===== config.mk =====
export PLATFORM = sky130hd
export DESIGN_NAME = seg_xlate
export DESIGN_NICKNAME = d
export VERILOG_FILES = /design/src/rtl/seg_xlate_pkg.sv /design/src/rtl/seg_xlate_cfg.sv /design/src/rtl/seg_xlate_map.sv /design/src/rtl/seg_xlate_region.sv /design/src/rtl/seg_xlate.sv
export SDC_FILE = /design/constraint.sdc
export NUM_CORES = 1
export LEC_CHECK = 0
export CORE_MARGIN = 4
export CORE_UTILIZATION = 50
export DETAILED_ROUTE_END_ITERATION = 6
export DONT_BUFFER_PORTS = 1
export SLEW_MARGIN = 20
export SYNTH_ARGS = -nofsm -noshare
export SYNTH_HDL_FRONTEND = slang
export SYNTH_SLANG_ARGS = --single-unit

===== constraint.sdc =====
create_clock -name clk -period 8.26 [get_ports clk]
set_input_delay 0.826 -clock clk [delete_from_list [all_inputs] [get_ports clk]]
set_output_delay 0.826 -clock clk [all_outputs]
set_load 0.02 [all_outputs]

===== src/rtl/seg_xlate_pkg.sv =====
package seg_xlate_pkg;
   localparam int unsigned CAUSE_W = 2;
   typedef logic [CAUSE_W-1:0] cause_t;
   localparam cause_t CAUSE_NONE  = 2'd0;
   localparam cause_t CAUSE_ILL   = 2'd1;
   localparam cause_t CAUSE_BOUND = 2'd2;
   localparam int unsigned NUM_CFG = 2;
   localparam int unsigned IDX_BASE  = 0;
   localparam int unsigned IDX_BOUND = 1;
endpackage


===== src/rtl/seg_xlate_cfg.sv =====
module seg_xlate_cfg
   import seg_xlate_pkg::*;
#(
   parameter int unsigned ADDR_W = 32
) (
   input  logic                           clk,
   input  logic                           rst_n,
   input  logic                           mode_sys,
   input  logic [NUM_CFG-1:0]             wr_req,
   input  logic [ADDR_W-1:0]              wdata,
   output logic [NUM_CFG-1:0][ADDR_W-1:0] cfg_q,
   output logic                           wr_illegal
);
   logic [NUM_CFG-1:0] wr_ok;

   assign wr_ok      = wr_req & {NUM_CFG{mode_sys}};
   assign wr_illegal = (|wr_req) & ~mode_sys;

   for (genvar i = 0; i < NUM_CFG; i++) begin : g_reg
      always_ff @(posedge clk) begin
         if (!rst_n)
            cfg_q[i] <= '0;
         else if (wr_ok[i])
            cfg_q[i] <= wdata;
      end
   end
endmodule


===== src/rtl/seg_xlate_map.sv =====
module seg_xlate_map #(
   parameter int unsigned ADDR_W = 32
) (
   input  logic              user,
   input  logic [ADDR_W-1:0] laddr,
   input  logic [ADDR_W-1:0] base,
   input  logic [ADDR_W-1:0] bound,
   output logic [ADDR_W-1:0] paddr,
   output logic              over_limit
);
   logic [ADDR_W-1:0] moved;

   assign moved      = laddr + base;
   assign paddr      = user ? moved : laddr;
   assign over_limit = user & (laddr >= bound);
endmodule


===== src/rtl/seg_xlate_region.sv =====
module seg_xlate_region #(
   parameter int unsigned       ADDR_W  = 32,
   parameter logic [ADDR_W-1:0] IO_BASE = 32'hF000_0000
) (
   input  logic [ADDR_W-1:0] paddr,
   output logic              is_io
);
   localparam logic [ADDR_W-1:0] LOW_MASK   = {4'b0000, {(ADDR_W-4){1'b1}}};
   localparam bit                NIBBLE_CUT = ((IO_BASE & LOW_MASK) == '0);

   if (NIBBLE_CUT) begin : g_nibble
      assign is_io = ((paddr & ~LOW_MASK) >= IO_BASE);
   end else begin : g_full
      assign is_io = (paddr >= IO_BASE);
   end
endmodule


===== src/rtl/seg_xlate.sv =====
module seg_xlate
   import seg_xlate_pkg::*;
#(
   parameter int unsigned       ADDR_W  = 32,
   parameter logic [ADDR_W-1:0] IO_BASE = 32'hF000_0000
) (
   input  logic              clk,
   input  logic              rst_n,
   input  logic              mode_sys,
   input  logic              acc_valid,
   input  logic [ADDR_W-1:0] acc_laddr,
   input  logic              cfg_wr_base,
   input  logic              cfg_wr_bound,
   input  logic [ADDR_W-1:0] cfg_wdata,
   output logic [ADDR_W-1:0] phys_addr,
   output logic              mem_req,
   output logic              io_req,
   output logic              fault,
   output logic [CAUSE_W-1:0] fault_cause
);
   if (ADDR_W < 8) begin : g_bad_width
      $error("seg_xlate: ADDR_W must be at least 8");
   end
   if (IO_BASE == '0) begin : g_bad_split
      $error("seg_xlate: IO_BASE must leave some memory space");
   end

   logic [NUM_CFG-1:0]             wr_req;
   logic [NUM_CFG-1:0][ADDR_W-1:0] cfg_q;
   logic [ADDR_W-1:0]              base_q;
   logic [ADDR_W-1:0]              bound_q;
   logic                           wr_illegal;
   logic                           over_limit;
   logic                           viol;
   logic                           go;
   logic                           is_io;
   cause_t                         cause_d;

   assign wr_req[IDX_BASE]  = cfg_wr_base;
   assign wr_req[IDX_BOUND] = cfg_wr_bound;
   assign base_q            = cfg_q[IDX_BASE];
   assign bound_q           = cfg_q[IDX_BOUND];

   seg_xlate_cfg #(.ADDR_W(ADDR_W)) u_cfg (
      .clk       (clk),
      .rst_n     (rst_n),
      .mode_sys  (mode_sys),
      .wr_req    (wr_req),
      .wdata     (cfg_wdata),
      .cfg_q     (cfg_q),
      .wr_illegal(wr_illegal)
   );

   seg_xlate_map #(.ADDR_W(ADDR_W)) u_map (
      .user      (~mode_sys),
      .laddr     (acc_laddr),
      .base      (base_q),
      .bound     (bound_q),
      .paddr     (phys_addr),
      .over_limit(over_limit)
   );

   seg_xlate_region #(.ADDR_W(ADDR_W), .IO_BASE(IO_BASE)) u_region (
      .paddr(phys_addr),
      .is_io(is_io)
   );

   assign viol    = acc_valid & over_limit;
   assign go      = acc_valid & ~viol;
   assign mem_req = go & ~is_io;
   assign io_req  = go & is_io;

   always_comb begin
      if (viol)
         cause_d = CAUSE_BOUND;
      else if (wr_illegal)
         cause_d = CAUSE_ILL;
      else
         cause_d = CAUSE_NONE;
   end

   always_ff @(posedge clk) begin
      if (!rst_n) begin
         fault       <= 1'b0;
         fault_cause <= CAUSE_NONE;
      end else begin
         fault       <= viol | wr_illegal;
         fault_cause <= cause_d;
      end
   end
endmodule


## Yosys cells after proc, flatten, opt, wreduce, memory -nomap -nowiden

Index checks and enable logic that the tools add are counted.

| word-level totals | value |
|---|---|
| register bits | 67 |
| output and inout port bits | 37 |

| cells by class | value |
|---|---|
| add/subtract/negate cells | 1 |
| magnitude comparators | 2 |
| muxes and demuxes | 3 |
| bitwise operators | 12 |
| reduce and logical (&&, ||, !) cells | 2 |

Operators with widths:

| operator | count |
|---|---|
| adder 32 bit | 1 |
| >= comparator 32 bit | 1 |
| >= comparator 32 bit, second input constant | 1 |
| 2-to-1 mux 32 bit | 1 |
| AND 1 bit | 6 |
| inverter 1 bit | 4 |
| OR reduction 2 bit | 2 |
| AND 2 bit | 1 |
| 2-to-1 mux 2 bit | 1 |
| 2-to-1 mux 1 bit | 1 |
| bitwise OR 1 bit | 1 |

## Longest topological paths before layout

| logic depth | value |
|---|---|
| depth after elaboration | 6 |
| depth in mapped cells | 11 |

## Hierarchy

Synthesis repeated with hierarchy kept, for this count alone.

| unflattened totals | value |
|---|---|
| cells, all modules | 707 |
| area, all modules | 5,811.8 um^2 |

Modules (own cells, without submodules):

| module | instances | cells each | area each (um^2) | sequential area each (um^2) |
|---|---|---|---|---|
| seg_xlate_map | 1 | 400 | 2,909.0 | 0.0 |
| seg_xlate_cfg | 1 | 295 | 2,785.2 | 1,281.2 |
| seg_xlate | 1 | 11 | 108.9 | 60.1 |
| seg_xlate_region | 1 | 1 | 8.8 | 0.0 |

## Worst setup path after synthesis

No wires, ideal clock.

| timing | value |
|---|---|
| path kind | input-to-output |
| from | input port acc_laddr[22] |
| to | output port io_req |
| arrival time | 3,770 ps |
| data required time | 7,434 ps |
| path slack | 3,664 ps |
| cell stages on the path | 10 |
| cells stage by stage | ha_1 -> buf_2 -> a21oi_1 -> o21ai_0 -> a2111oi_0 -> a211o_1 -> o21ai_0 -> a221oi_1 -> nand2_1 -> nor4bb_1 |

| between the ends | value |
|---|---|
| elaborated cells between the ends (all ways) | 9 |

RTL lines:

| element | RTL line | text |
|---|---|---|
| start, declared | seg_xlate.sv:11 | `input logic [ADDR_W-1:0] acc_laddr,` |
| adder 32 bit | seg_xlate_map.sv:13 | `assign moved = laddr + base;` |
| 2-to-1 mux 32 bit | seg_xlate_map.sv:14 | `assign paddr = user ? moved : laddr;` |
| via phys_addr[29] | seg_xlate.sv:15 | `output logic [ADDR_W-1:0] phys_addr,` |
| >= comparator 32 bit | seg_xlate_region.sv:12 | `assign is_io = ((paddr & ~LOW_MASK) >= IO_BASE);` |
| AND 1 bit | seg_xlate.sv:71 | `assign io_req = go & is_io;` |
| end, declared | seg_xlate.sv:17 | `output logic io_req,` |

The timed path passes the listed nets, and every way through them passes these cells.

## Worst setup path in the final report

| timing | value |
|---|---|
| from | input port acc_laddr[10] |
| to | output port io_req |

Same word-level chain as after synthesis.

==> flow_summary.json <==
{
  "wl_met3_mm": 1.05,
  "nFillCells": 1077,
  "synth_top_family_by_area": "compound AO/OA/AOI/OAI gates",
  "path_max_fanout": 8,
  "powerDensity_nw_per_um2": 148,
  "wire_per_inst_um": 17.3,
  "critical_path_class": "primary input to output port",
  "layout-drive-gt1-share_pct": 3.60,
  "gp_congestion": 0.942,
  "wl_met2_mm": 6.73,
  "firstDrtPassIters": 5,
  "path_buf_inv": 1,
  "start_util_pct": 51.8,
  "grt_pass1_vias": 5010,
  "synth-seq-cells": 67,
  "timing.fmax_ghz": 0.189,
  "synth_async_sr_flop_share_pct": 0,
  "die_x_um": 112,
  "postCtsHoldBufs": 0,
  "drv_cap": 0,
  "layout_common_cells": "186 x nand2_1, 67 x dfxtp_1, 65 x a21boi_0",
  "hold_violations": 0,
  "synthFlopType": "dfxtp_1",
  "grt_max_degree": 76,
  "design.core.area_um2": 10500,
  "cts_root_buf": "clkbuf_8",
  "drtAntennaViolNets": 0,
  "grt_setup_unrepaired": "false",
  "port_buffers": 0,
  "drc": 0,
  "clkTransAtPathRegs_ns": 0.07,
  "arrival_ns": 4.46,
  "clk_latency_ns": 0.35,
  "wl_met1_mm": 6.85,
  "nNetsFinal": 853,
  "synth_mux_area_share_pct": 0.208,
  "dieHeight_um": 112,
  "final_common_cell": "nand2_1",
  "slowest_stage": "nor4bb_1",
  "cts_resized": 0,
  "min_period_ns": 5.29,
  "yosys.area_share.adder_pct": 14.9,
  "status": "completed",
  "grt_use_total_pct": 23.7,
  "cts_buffers": 9,
  "vdd_ir_drop_max_mv": 0.109,
  "dp_cells": 843,
  "pin_count": 107,
  "cts_max_level": 3,
  "syn_nets": 876,
  "finClkSkew_ns": 0.00895,
  "synth-simple-area-share_pct": 22.2,
  "timing.final.crit_share_pct": 64.0,
  "via_count": 5046,
  "dpl.hpwl_mm": 11.2,
  "vias_per_cell": 5.87,
  "top_layer": "met4",
  "cp.required_ns": 7.43,
  "final_cells": 859,
  "relSlewSlack_pct": 25.0,
  "synth.distinct_cells": 56,
  "synth_cells": 742,
  "grt_antenna_before_repair": 0,
  "cp-start-kind": "primary input",
  "regArea_um2": 1340,
  "critPathTopFamily": "compound AO/OA/AOI/OAI gates",
  "diodes": 0,
  "finalWirelength_mm": 14.9,
  "setup_viol": 0,
  "cts_sinks": 67,
  "syn_area_um2": 5420,
  "cp_num_cells": 10,
  "slowest_delay_ns": 0.95,
  "placementRows": 37,
  "synth_edf_count": 0,
  "drv_slew": 0,
  "yosys_warnings": 0,
  "tightest_slew_ns": 1.11,
  "cts_tree": "done",
  "avgSynthCellArea_um2": 7.31,
  "grt_pass1_wl_mm": 24.6,
  "post_cts_buffers": 0,
  "min_path_type": "flip-flop to flip-flop",
  "setup_tns_ns": 0,
  "path_cells": "ha_1, a21o_1, a31oi_1, o211ai_1, a31oi_1, o21ai_0, a221oi_1, clkbuf_1, nand2_1, nor4bb_1",
  "synth-compound-area-share_pct": 28.1,
  "areaGrowthSynthToFinish_pct": 4.54,
  "synth_xor_area_share_pct": 3.71,
  "crit_path_frequent_cell": "a31oi_1",
  "endpoint_kind": "output port",
  "multiInputGateArea_um2": 3750,
  "drt_iter0_drc": 266,
  "grt-ovfl-total": 0,
  "leakagePower_nw": 2.34,
  "seq_area_frac_synth_pct": 24.7,
  "rr_worst_depth": 8,
  "dieArea_um2": 12600,
  "hold_depth": 2,
  "max-clock-path-buffers": 2
}
flip-flops by register name, summed over array words and instances (netlist names):
name and flops:
fault_cause 2, u_cfg.cfg_q 64, fault 1
area by class of cell:
type / instances / share of cell area, %
clock inverters: 2 / 0.618
repair buffers: 4 / 0.463
flip-flops and latches: 67 / 23.7
inverters: 49 / 3.24
well taps: 136 / 3.00
clock buffers: 13 / 2.80
multi-input cells: 588 / 66.2
power by group:
part / internal (W) / switching, W
sequential: 0.000338 / 0.00000883
combinational: 0.0000798 / 0.000138
clock: 0.000154 / 0.000123
total: 0.000572 / 0.000269
worst min-delay path, cell delays in order, from the launching register on:
cell      delay [ns]
dfxtp_1         0.31
nand2_1         0.05
a21boi_0        0.06
cells by family (layout without fill, tap and decap cells):
family                     count (synthesis)  count (layout)
muxes                                      1               1
DFF                                       67              67
buffers and inverters                     87              68
adders and majority gates                 64              64
and+or+nand+nor                          272             272
AOI/OAI and AO/OA                        228             228
xor gates and xnor gates                  23              23
metrics by stage:
| step | total power, W | hold WS, ns | cell area, um2 | util (%) | worst slack [ns] |
|---|---|---|---|---|---|
| CTS | 0.000850 | 0.468 | 5660 | 54.1 | 3.00 |
| global route | 0.000891 | 0.487 | 5670 | 54.2 | 2.64 |
| floorplan | 0.000532 | 0.443 | 5420 | - | 3.66 |
| finish | 0.000841 | 0.463 | 5670 | 54.2 | 2.97 |
| global placement | 0.000564 | 0.450 | 5470 | 52.2 | 3.10 |
| detailed placement | 0.000570 | 0.458 | 5470 | 52.3 | 3.01 |
synth_stat cells (all sizes together) (2+ instances only):
cell,n,share of area [%]
nand2,187,13
dfxtp,67,25
a21boi,65,9.0
ha,63,15
inv,49,3.4
a21oi,42,3.9
o21ai,42,3.9
clkbuf,30,2.1
a21o,29,4.0
nor2,20,1.4
nand4,13,1.5
xnor2,13,2.1
xor2,10,1.6
and3,9,1.0
buf,8,0.71
a31oi,7,0.81
nor3,7,0.65
o211ai,7,1.1
and2,6,0.69
o21a,6,0.83
nand3,5,0.46
nor2b,4,0.46
o21bai,4,0.55
a2111oi,3,0.48
a211oi,3,0.42
a41oi,3,0.48
o22ai,3,0.35
or2,3,0.35
or3,3,0.35
or4,3,0.55
a221oi,2,0.32
and4,2,0.32
nand2b,2,0.23
nor3b,2,0.28
nor4,2,0.23
o31ai,2,0.28
final timing paths:
kind / startpoint / end / slack, ns
worst max-delay path: acc_laddr[10] / io_req / 2.97
worst min register to register: u_cfg.cfg_q[44]$_SDFFE_PN0P_ / u_cfg.cfg_q[44]$_SDFFE_PN0P_ / 0.46
worst max register to register: u_cfg.cfg_q[41]$_SDFFE_PN0P_ / fault_cause[0]$_SDFF_PP0_ / 5.88
worst min-delay path: u_cfg.cfg_q[44]$_SDFFE_PN0P_ / u_cfg.cfg_q[44]$_SDFFE_PN0P_ / 0.46
per-layer routing:
metal	track usage [%]	up-vias
met1	30.6	2360
met2	38.5	128
li1	-	2536
met5	0	-
met3	6.09	22
met4	7.77	0
No activity file was read; power rests on OpenSTA's default activity.
